[src/rtl/frac_bank_pkg.sv]
package frac_bank_pkg;

   typedef enum logic [1:0] {
      RC_BELOW_LOW = 2'd0,
      RC_MIDBAND   = 2'd1,
      RC_HIGHBAND  = 2'd2
   } range_cls_e;

   function automatic range_cls_e range_decode(input logic [1:0] code);
      range_cls_e cls;
      if (code[1])      cls = RC_HIGHBAND;
      else if (code[0]) cls = RC_MIDBAND;
      else              cls = RC_BELOW_LOW;
      return cls;
   endfunction

endpackage

[src/rtl/frac_bank_profile.sv]
module frac_bank_profile #(
   parameter int DATA_W = 8,
   parameter int ADDR_W = 8,
   parameter int FRAC_W = 18,
   parameter logic [ADDR_W-1:0] BASE = 8'h22
) (
   input  logic              clk,
   input  logic              rst,
   input  logic              wr_en,
   input  logic [ADDR_W-1:0] wr_addr,
   input  logic [DATA_W-1:0] wr_data,
   input  logic [ADDR_W-1:0] rd_addr,
   output logic [DATA_W-1:0] rd_byte,
   output logic [FRAC_W-1:0] frac_o
);
   localparam int HI_W = FRAC_W - 2*DATA_W;
   localparam logic [DATA_W-1:0] HI_MASK = DATA_W'((1 << HI_W) - 1);
   localparam logic [ADDR_W-1:0] A_HI  = BASE;
   localparam logic [ADDR_W-1:0] A_MID = BASE + ADDR_W'(1);
   localparam logic [ADDR_W-1:0] A_LO  = BASE + ADDR_W'(2);

   logic [DATA_W-1:0] stage_hi, stage_mid, stage_lo;
   logic [FRAC_W-1:0] frac_q;

   always_ff @(posedge clk) begin
      if (rst) begin
         stage_hi  <= '0;
         stage_mid <= '0;
         stage_lo  <= '0;
         frac_q    <= '0;
      end else if (wr_en) begin
         if (wr_addr == A_HI)  stage_hi  <= wr_data & HI_MASK;
         if (wr_addr == A_MID) stage_mid <= wr_data;
         if (wr_addr == A_LO) begin
            stage_lo <= wr_data;
            frac_q   <= {stage_hi[HI_W-1:0], stage_mid, wr_data};
         end
      end
   end

   always_comb begin
      if (rd_addr == A_HI)       rd_byte = stage_hi;
      else if (rd_addr == A_MID) rd_byte = stage_mid;
      else if (rd_addr == A_LO)  rd_byte = stage_lo;
      else                       rd_byte = '0;
   end

   assign frac_o = frac_q;

   assert_commit_hold_R2: assert property (@(posedge clk) disable iff (rst)
      !(wr_en && wr_addr == A_LO) |=> $stable(frac_o))
      else $error("committed fraction moved without a low-byte write");

   assert_commit_low_R3: assert property (@(posedge clk) disable iff (rst)
      (wr_en && wr_addr == A_LO) |=> frac_o[DATA_W-1:0] == $past(wr_data))
      else $error("low byte not committed");

   assert_stage_hi_mask_R7: assert property (@(posedge clk) disable iff (rst)
      (wr_en && wr_addr == A_HI) |=> (stage_hi & ~HI_MASK) == '0)
      else $error("unused upper-byte bits stored");

endmodule

[src/rtl/frac_bank_cfg.sv]
module frac_bank_cfg #(
   parameter int DATA_W   = 8,
   parameter int ADDR_W   = 8,
   parameter int NUM_PROF = 2,
   parameter logic [ADDR_W-1:0] CFG_ADDR = 8'h21
) (
   input  logic                  clk,
   input  logic                  rst,
   input  logic                  wr_en,
   input  logic [ADDR_W-1:0]     wr_addr,
   input  logic [DATA_W-1:0]     wr_data,
   input  logic [ADDR_W-1:0]     rd_addr,
   output logic [DATA_W-1:0]     rd_byte,
   output logic                  in_sel_o,
   output logic [2*NUM_PROF-1:0] codes_o
);
   function automatic logic [DATA_W-1:0] cfg_mask();
      logic [DATA_W-1:0] m;
      m = '0;
      m[DATA_W-1] = 1'b1;
      for (int p = 0; p < NUM_PROF; p++) begin
         m[DATA_W-2-2*p] = 1'b1;
         m[DATA_W-3-2*p] = 1'b1;
      end
      return m;
   endfunction

   localparam logic [DATA_W-1:0] MASK = cfg_mask();

   logic [DATA_W-1:0] cfg_q;

   always_ff @(posedge clk) begin
      if (rst)                             cfg_q <= '0;
      else if (wr_en && wr_addr == CFG_ADDR) cfg_q <= wr_data & MASK;
   end

   for (genvar p = 0; p < NUM_PROF; p++) begin : g_code
      assign codes_o[2*p +: 2] = cfg_q[DATA_W-2-2*p -: 2];
   end

   assign in_sel_o = cfg_q[DATA_W-1];
   assign rd_byte  = (rd_addr == CFG_ADDR) ? cfg_q : '0;

   assert_cfg_hold_R8: assert property (@(posedge clk) disable iff (rst)
      !(wr_en && wr_addr == CFG_ADDR) |=> $stable(cfg_q))
      else $error("config changed without a config write");

   assert_cfg_insel_R4: assert property (@(posedge clk) disable iff (rst)
      (wr_en && wr_addr == CFG_ADDR) |=> in_sel_o == $past(wr_data[DATA_W-1]))
      else $error("input select not loaded");

endmodule

[src/rtl/frac_bank.sv]
module frac_bank
   import frac_bank_pkg::*;
#(
   parameter int DATA_W      = 8,
   parameter int ADDR_W      = 8,
   parameter int FRAC_W      = 18,
   parameter int NUM_PROF    = 2,
   parameter int PROF_BASE   = 'h22,
   parameter int PROF_STRIDE = 5,
   parameter int CFG_ADDR    = 'h21,
   localparam int PSEL_W     = $clog2(NUM_PROF)
) (
   input  logic                       clk,
   input  logic                       rst,
   input  logic                       wr_en,
   input  logic [ADDR_W-1:0]          wr_addr,
   input  logic [DATA_W-1:0]          wr_data,
   input  logic [ADDR_W-1:0]          rd_addr,
   output logic [DATA_W-1:0]          rd_data,
   input  logic [PSEL_W-1:0]          prof_sel,
   output logic [NUM_PROF*FRAC_W-1:0] frac_all_o,
   output logic [FRAC_W-1:0]          frac_sel_o,
   output logic                       in_sel_o,
   output logic [2*NUM_PROF-1:0]      range_all_o,
   output logic [1:0]                 range_sel_o
);
   if (FRAC_W <= 2*DATA_W || FRAC_W > 3*DATA_W) begin : g_bad_frac
      $error("FRAC_W must fit in three bytes with a non-empty upper byte");
   end
   if (NUM_PROF < 2 || 2*NUM_PROF + 1 > DATA_W) begin : g_bad_prof
      $error("NUM_PROF range codes must fit in the config byte");
   end
   if (PROF_STRIDE < 3) begin : g_bad_stride
      $error("profile byte groups must not overlap");
   end

   logic [DATA_W-1:0] rd_prof [NUM_PROF];
   logic [DATA_W-1:0] rd_cfg;
   logic [2*NUM_PROF-1:0] codes;

   for (genvar p = 0; p < NUM_PROF; p++) begin : g_prof
      frac_bank_profile #(
         .DATA_W(DATA_W), .ADDR_W(ADDR_W), .FRAC_W(FRAC_W),
         .BASE(ADDR_W'(PROF_BASE + p*PROF_STRIDE))
      ) prof_i (
         .clk(clk), .rst(rst), .wr_en(wr_en), .wr_addr(wr_addr),
         .wr_data(wr_data), .rd_addr(rd_addr), .rd_byte(rd_prof[p]),
         .frac_o(frac_all_o[p*FRAC_W +: FRAC_W])
      );
      assign range_all_o[2*p +: 2] = range_decode(codes[2*p +: 2]);
   end

   frac_bank_cfg #(
      .DATA_W(DATA_W), .ADDR_W(ADDR_W), .NUM_PROF(NUM_PROF),
      .CFG_ADDR(ADDR_W'(CFG_ADDR))
   ) cfg_i (
      .clk(clk), .rst(rst), .wr_en(wr_en), .wr_addr(wr_addr),
      .wr_data(wr_data), .rd_addr(rd_addr), .rd_byte(rd_cfg),
      .in_sel_o(in_sel_o), .codes_o(codes)
   );

   always_comb begin
      rd_data = rd_cfg;
      for (int p = 0; p < NUM_PROF; p++) rd_data = rd_data | rd_prof[p];
   end

   always_comb begin
      frac_sel_o  = frac_all_o[0 +: FRAC_W];
      range_sel_o = range_all_o[1:0];
      for (int p = 1; p < NUM_PROF; p++) begin
         if (int'(prof_sel) == p) begin
            frac_sel_o  = frac_all_o[p*FRAC_W +: FRAC_W];
            range_sel_o = range_all_o[2*p +: 2];
         end
      end
   end

   assert_reset_clear_R10: assert property (@(posedge clk)
      rst |=> (frac_all_o == '0 && !in_sel_o && range_all_o == '0))
      else $error("reset did not clear the bank");

   assert_class_legal_R5: assert property (@(posedge clk) disable iff (rst)
      range_sel_o != 2'd3)
      else $error("illegal range class");

endmodule

[config.mk]
export PLATFORM = sky130hd
export DESIGN_NAME = frac_bank
export DESIGN_NICKNAME = d
export VERILOG_FILES = /design/src/rtl/frac_bank_pkg.sv /design/src/rtl/frac_bank_profile.sv /design/src/rtl/frac_bank_cfg.sv /design/src/rtl/frac_bank.sv
export SDC_FILE = /design/constraint.sdc
export NUM_CORES = 1
export LEC_CHECK = 0
export BUFFER_PORTS_ARGS = -buffer_cell sky130_fd_sc_hd__buf_4
export CORE_ASPECT_RATIO = 0.8
export CORE_MARGIN = 2
export CORE_UTILIZATION = 57
export DETAILED_ROUTE_END_ITERATION = 10
export PLACE_DENSITY = 0.95
export REMOVE_ABC_BUFFERS = 1
export SYNTH_ARGS = -nofsm -noshare
export SYNTH_HDL_FRONTEND = slang
export SYNTH_HIERARCHICAL = 1
export SYNTH_SLANG_ARGS = --single-unit
[constraint.sdc]
create_clock -name clk -period 4.5 [get_ports clk]
set_input_delay 0.9 -clock clk [delete_from_list [all_inputs] [get_ports clk]]
set_output_delay 0.9 -clock clk [all_outputs]
set_load 0.05 [all_outputs]
; ---- Word-level counts from Yosys, hierarchy flattened
; Cells that the tools add are included.
[totals]
wordCells = 45
output_inout_bits = 69
register_bits = 77
[classes]
muxes = 13
bitwise = 2
reduce_logical = 7
n_eq_ne = 14
[ops]
columns = cell, count
row1 = equality test 8 x 6 -> 1 bit (second input constant), 14
row2 = two-way mux 8 bit, 7
row3 = two-way mux 18 bit, 1
row4 = OR 8 bit, 2
row5 = AND reduction 2 bit, 6
row6 = two-way mux 2 bit, 3
row7 = two-way mux 1 bit, 2
row8 = logical AND 1 bit, 1

; ---- Logic depth before layout (Yosys ltp)
; Gate-level depths: netlist of the first run.
[depth]
ltp_word = 6
depth_mapped = 5
depth_no_buf = 4

; ---- Hierarchy
; The synthesis of the first run kept the hierarchy.
[by_module_without_submodules]
columns = mod, area_each_um2, instances, cells_per_inst, seq_area_each_um2
row1 = frac_bank_profile (g_prof[1].prof_i), 1371.3, 1, 128, 560.5
row2 = frac_bank_profile (g_prof[0].prof_i), 1357.6, 1, 129, 560.5
row3 = frac_bank, 390.4, 1, 32, 0.0
row4 = frac_bank_cfg, 341.6, 1, 36, 100.1

; ---- Least setup slack after synthesis of the first run
; Ideal clock, no wire load.
[synth_path]
path_type = input to output
from = input rd_addr[4]
to = output rd_data[2]
slack_ns = 1.059
n_path_buf = 1
stages = 5
required_time_ns = 3.600
t_arrival_ns = 2.541
path_cell_list = or4b_1 -> or4b_1 -> clkbuf_1 -> nor2_1 -> or3_1
[synth_lines]
columns = item, line
row1 = from (decl), frac_bank.sv:18  ; input logic [ADDR_W-1:0] rd_addr,
row2 = to (decl), frac_bank.sv:19  ; output logic [DATA_W-1:0] rd_data,

==> flow_metrics.env, run 1 <==
export IMPL_status="finished, final reports clean"
export IMPL_skew_ps=3.25
export IMPL_hold_path_class="reg -> reg"
export IMPL_drive_gt1_share_pct=35.6
export IMPL_end_kind="output port"
export IMPL_area_growth_pct=27.3
export IMPL_p_per_area_nw_per_um2=290
export IMPL_critical_path_class="in -> out"
export IMPL_cts_setup_buffers=0
export IMPL_cts_resized=0
export IMPL_die_h_um=73.7
export IMPL_cts_buffers_inserted=9
export IMPL_clkLatencyLatePin_ps=340
export IMPL_rows=25
export IMPL_die_w_um=91.1
export IMPL_core_um2=5880
export IMPL_dpl_hpwl_um=6040
export IMPL_r2r_slack_ps=3810
export IMPL_worstPathArrival_ps=2720
export IMPL_rsz0062_at_grt="no"
export IMPL_yosysWarnings=6
export IMPL_period_share_pct=80.5
export IMPL_hold_viol_final=0
export IMPL_timing_hold_ws_ps=492
export IMPL_clk_path_buf_depth=2
export IMPL_min_to="g_prof[1].prof_i/frac_o[17]"
export IMPL_drtIter0Drc=195
export IMPL_synth_cell_types=40
export IMPL_cts_root_buf="clkbuf_8"
export IMPL_cp_required_ps=3600
export IMPL_h_tree_depth=3
export IMPL_port_buffers=96
export IMPL_grt_pass1_vias=2806
export IMPL_final_util_pct=74.9
export IMPL_critPathMaxFanout=6
export IMPL_synthCells=325
export IMPL_p_leak_uw=0.00201
export IMPL_period_needed_ps=3620
export IMPL_cap_violations=0
export IMPL_rr_worst_depth=2
export IMPL_clkSinkCount=61
export IMPL_place_congestion=0.840
export IMPL_diodes=0
export IMPL_io_pins=97
export IMPL_tightest_slew_ps=913
export IMPL_ys_ff_latch=61
export IMPL_fin_nets=442
export IMPL_cts_tree="built"
export IMPL_fmax_mhz=276
export IMPL_grt_overflow_total=0
export IMPL_drv_slew=0
export IMPL_cts_hold_buf=0
export IMPL_antenna_left=0
export IMPL_wire_per_inst_um=17.3
export IMPL_critPathLaunchType="input pin"
export IMPL_drc_errors=0
export IMPL_reg2reg_to="g_prof[0].prof_i/frac_o[7]"
export IMPL_hold_depth=2
export IMPL_initial_utilization_pct=58.9
export IMPL_vias=2785
export IMPL_hp_start="g_prof[1].prof_i/frac_o[17]"
export IMPL_tns_ps=0
export IMPL_reg2reg_from="g_prof[0].prof_i/frac_o[7]"
export IMPL_die_area_um2=6710
export IMPL_peakVddDrop_mv=0.208
export IMPL_wl_um=8670
export IMPL_synth_seq_area_share_pct=35.3
export IMPL_grt_start_max_net_pins=83
export IMPL_clk_pin_slew_ps=60
export IMPL_track_usage_pct=26.2
export IMPL_setup_violations=0
export IMPL_netlist_area_um2=3460
export IMPL_antenna_found_initial=0
export IMPL_viasPerCell=5.57
export IMPL_avgSynthCellArea_um2=10.6
export IMPL_grt_pass1_wl_um=13700
export IMPL_first_pass_iters=4
export IMPL_relSlewSlack_pct=38.7
[routing by layer]
layer  vias to the layer above  GRT usage [%]  wire, µm
met5                         -              0         0
met4                         0           9.60       108
met3                        12           6.97       623
met2                       114           45.7      4260
met1                      1348           31.5      3680
li1                       1311              -         -
[synthesized netlist by cell type]
cell,count,area share (%)
or4bb_4,1,0.43
nand2b_1,82,15
nor4bb_1,1,0.29
a22oi_1,10,2.2
nor4b_1,1,0.25
and3b_1,1,0.25
and4b_1,3,0.87
nand2_1,1,0.11
mux2_2,4,1.3
nand4bb_1,1,0.33
nand4b_4,1,0.69
dfxtp_1,61,35
nand4b_1,1,0.25
or3b_4,1,0.33
nor3b_1,2,0.43
clkbuf_1,9,0.98
mux2i_1,67,19
conb_1,1,0.11
and2_1,5,0.90
or4_4,1,0.33
or4b_4,1,0.40
buf_4,5,1.1
and2b_4,1,0.29
nor2_1,16,1.7
nor4_1,1,0.18
nor3b_2,2,0.72
or4b_1,2,0.58
nor4_4,1,0.61
and3_2,1,0.22
and2b_1,1,0.22
or3_1,8,1.4
or4b_2,1,0.29
nand3b_1,1,0.22
buf_12,1,0.58
nor4b_4,1,0.69
nor4b_2,1,0.43
buf_6,5,1.6
mux2_4,20,8.7
nor2b_1,1,0.18
nor2_4,1,0.33
[cell usage in the layout, fill, tap and decap left out, types with 2 or more instances in the layout]
master / Yosys / layout
and2_1: 5 / 5
nor2_1: 16 / 16
a22oi_1: 10 / 10
or3_1: 8 / 8
clkinvlp_4: 0 / 2
mux2i_1: 67 / 67
conb_1: 1 / 3
dfxtp_1: 61 / 61
mux2_2: 4 / 4
mux2_4: 20 / 20
nor3b_2: 2 / 2
nor3b_1: 2 / 2
clkbuf_8: 0 / 9
and4b_1: 3 / 3
bufinv_16: 0 / 4
buf_4: 5 / 96
or4b_1: 2 / 2
nand2b_1: 82 / 82
[final cells by class]
| type | count | area [µm²] |
|---|---|---|
| clock buffers | 10 | 128 |
| clock inverters | 6 | 135 |
| fillers | 419 | 1480 |
| multi-input cells | 246 | 2100 |
| well taps | 81 | 101 |
| repair buffers | 96 | 721 |
| flip-flops and latches | 61 | 1220 |
[how the worst max path moves through the flow]
stage / start / to / slack (ps) / cells after the start
finish: rd_addr[4] / rd_data[2] / 880 / 6
detailed placement: rd_addr[4] / rd_data[2] / 880 / 6
global route: rd_addr[4] / rd_data[2] / 800 / 6
global placement: rd_addr[4] / rd_data[2] / 950 / 6
CTS: rd_addr[4] / rd_data[2] / 870 / 6
floorplan: rd_addr[4] / rd_data[2] / 1090 / 4
[power breakdown]
part           internal (µW)  leakage [µW]  switching [µW]
clock                    424      0.000123             217
sequential               540      0.000491           0.389
combinational           44.1       0.00140            50.1
[through the flow]
| step | instances | setup WS [ps] | total power, µW | area [µm²] |
|---|---|---|---|---|
| after floorplan | 307 | 1090 | 595 | 3320 |
| after global placement | 484 | 948 | 643 | 4140 |
| after detailed placement | 484 | 883 | 645 | 4140 |
| after CTS | 500 | 874 | 1280 | 4410 |
| after global routing | 500 | 798 | 1310 | 4410 |
| final | 500 | 876 | 1280 | 4410 |
[cells by family after synthesis]
logic type             synth area share (%)
flip-flops                             35.3
multiplexers                           29.4
other                                 0.108
AND/OR/NAND/NOR                        28.8
AO/OA/AOI/OAI                          2.17
buffers and inverters                  4.27
[sequential cells by signal (all words and copies together) (netlist names)]
| name | flops |
|---|---|
| g_prof.prof_i/frac_o | 22 |
| g_prof.prof_i/stage_mid | 16 |
| g_prof.prof_i/stage_lo | 14 |
| cfg_i/cfg_q | 5 |
| g_prof.prof_i/stage_hi | 4 |
[critical path: stages]
cell and delay (ps):
buf_4 120, or4b_1 570, or4b_1 650, nor2_1 170, or3_1 120, buf_4 190
Power figures use the tool's default switching activity.
==> run 2, diff against run 1 <==
--- a/config.mk
+++ b/config.mk
@@ -8,9 +8,9 @@
 export BUFFER_PORTS_ARGS = -buffer_cell sky130_fd_sc_hd__buf_4
 export CORE_ASPECT_RATIO = 0.8
 export CORE_MARGIN = 2
-export CORE_UTILIZATION = 57
+export CORE_UTILIZATION = 53
 export DETAILED_ROUTE_END_ITERATION = 10
-export PLACE_DENSITY = 0.95
+export PLACE_DENSITY = 0.92
 export REMOVE_ABC_BUFFERS = 1
 export SYNTH_ARGS = -nofsm -noshare
 export SYNTH_HDL_FRONTEND = slang
==> constraint.sdc (replaced) <==
create_clock -name clk -period 3.56 [get_ports clk]
set_input_delay 0.712 -clock clk [delete_from_list [all_inputs] [get_ports clk]]
set_output_delay 0.712 -clock clk [all_outputs]
set_load 0.05 [all_outputs]
==> run 2 against run 1 <==
Highest routed layer unchanged. Final cell count is 0.60% higher. Worst setup slack worse by 650 ps. Clock skew up 0.81 ps. Non-clock buffer count unchanged. Die area increased by 7.2%. Count of clock-buffer cells in the layout rose by 2. Cell area is 1.5% lower. Sequential share of layout area grew 0.42 points.
==> flow_metrics.env, run 2 (synthesis gave the netlist of run 1 again) <==
export IMPL_status="finished, final reports clean"
export IMPL_die_h_um=76.3
export IMPL_io_pins=97
export IMPL_p_int_uw=1080
export IMPL_cap_violations=0
export IMPL_antenna_left=0
export IMPL_drive_gt1_share_pct=35.3
export IMPL_track_usage_pct=24.2
export IMPL_cts_buffers_inserted=9
export IMPL_drv_slew=0
export IMPL_hold_viol_final=0
export IMPL_use_met2_pct=37.6
export IMPL_cp_required_ps=2850
export IMPL_h_tree_depth=3
export IMPL_regArea_um2=1220
export IMPL_globalRouteMet1Util_pct=33.2
export IMPL_antenna_found_initial=0
export IMPL_largest_register_ffs=22
export IMPL_critical_path_class="in -> out"
export IMPL_use_met3_pct=7.32
export IMPL_dpl_hpwl_um=5860
export IMPL_busiest_layer="met2"
export IMPL_place_congestion=0.804
export IMPL_pwr_share_comb_pct=8.3
export IMPL_initial_utilization_pct=54.6
export IMPL_wire_per_inst_um=16.8
export IMPL_cpPeakStageDelay_ps=700
export IMPL_critPathMaxFanout=6
export IMPL_total_power_uw=1410
export IMPL_cts_setup_buffers=0
export IMPL_first_pass_iters=4
export IMPL_grt_pass1_vias=2556
export IMPL_relSlewSlack_pct=36.4
export IMPL_end_kind="output port"
export IMPL_clk_pin_slew_ps=60
export IMPL_clkSinkCount=61
export IMPL_fmax_mhz=300
export IMPL_critPathLaunchType="input pin"
export IMPL_grt_start_max_net_pins=83
export IMPL_setup_violations=0
export IMPL_place_area_um2=4150
export IMPL_fin_nets=442
export IMPL_drc_errors=0
export IMPL_tns_ps=0
export IMPL_area_growth_pct=25.4
export IMPL_clk_path_buf_depth=2
export IMPL_period_needed_ps=3340
export IMPL_wl_um=8450
export IMPL_clkLatencyLatePin_ps=340
export IMPL_hold_path_class="reg -> reg"
export IMPL_cts_tree="built"
export IMPL_path_cells="buf_4 > or4b_1 > or4b_1 > nor2_1 > or3_1 > buf_4"
export IMPL_num_fill_cells=499
export IMPL_viasPerCell=5.40
export IMPL_port_buffers=96
export IMPL_worstPathArrival_ps=2620
export IMPL_finalNonFillerCells=503
export IMPL_cts_resized=0
export IMPL_cts_root_buf="clkbuf_8"
export IMPL_tightest_slew_ps=946
export IMPL_dp_cells=487
export IMPL_layout_common_cells="buf_4 (96), nand2b_1 (82), mux2i_1 (67), dfxtp_1 (61), mux2_4 (20)"
export IMPL_grt_overflow_total=0
export IMPL_multi_input_area_um2=2100
export IMPL_final_util_pct=68.4
export IMPL_p_sw_uw=330
export IMPL_final_cell_area_um2=4340
export IMPL_rsz0062_at_grt="no"
export IMPL_skew_ps=4.07
export IMPL_vias=2717
export IMPL_mostFrequentLayoutCell="buf_4"
export IMPL_rows=26
export IMPL_slowest_stage="or4b_1"
export IMPL_swShare_pct=23.4
export IMPL_diodes=0
export IMPL_p_seq_share_pct=48.5
export IMPL_die_w_um=94.3
export IMPL_power_frac_clock_pct=43.2
export IMPL_p_per_area_nw_per_um2=325
export IMPL_p_leak_uw=0.00199
export IMPL_period_share_pct=93.7
export IMPL_grt_pass1_wl_um=13300
export IMPL_peakVddDrop_mv=0.185
export IMPL_cts_hold_buf=0
export IMPL_core_um2=6340
export IMPL_die_area_um2=7200
export IMPL_drtIter0Drc=102
[run 2: cell types whose count changed in the layout (fill, tap and decap cells not counted), sizes merged]
| cell | before | now |
|---|---|---|
| bufinv | 4 | 1 |
| clkbuf | 10 | 12 |
| clkinv | 0 | 2 |
| clkinvlp | 2 | 1 |
[run 2: area by class of cell]
type / instances / area share (%)
Multi-Input combinational cell: 246 / 48.4
Sequential cell: 61 / 28.1
Timing Repair Buffer: 96 / 16.6
Clock buffer: 12 / 3.34
Tap cell: 84 / 2.42
Clock inverter: 4 / 1.10
[run 2: worst paths after layout]
kind	startpoint	to	slack [ps]	cells past startpoint
setup / recovery	rd_addr[4]	rd_data[6]	220	6
hold / removal	cfg_i/cfg_q[3]	cfg_i/cfg_q[3]	490	2
setup reg to reg	g_prof[0].prof_i/stage_lo[3]	g_prof[0].prof_i/stage_lo[3]	2830	2
hold reg to reg	cfg_i/cfg_q[3]	cfg_i/cfg_q[3]	490	2
[run 2: per-layer routing]
| layer | wire, µm | vias up | share of wire (%) |
|---|---|---|---|
| met5 | 0 | - | 0 |
| met4 | 44 | 0 | 0.52 |
| met3 | 558 | 5 | 6.6 |
| met2 | 3960 | 88 | 47 |
| met1 | 3880 | 1307 | 46 |
| li1 | - | 1317 | - |
[run 2: per-stage QoR]
stage / setup slack [ps] / hold WS, ps
after floorplan: 525 / 453
after global routing: 212 / 513
after CTS: 239 / 494
after global placement: 282 / 475
final: 225 / 491
after detailed placement: 260 / 485
[run 2: power by group through the flow]
stage          Sequential [µW]  Combinational (µW)  Clock [µW]
6_report                   683                 117         609
2_1_floorplan              700                52.1           0
3_5_place_dp               699                 116           0
4_1_cts                    683                 117         626
3_3_place_gp               699                 115           0
5_1_grt                    683                 125         655
[run 2: worst max-delay path, delay by kind of cell]
kind                   cells  cell delay (ps)
and+or+nand+nor            4             1600
buffers and inverters      2              310
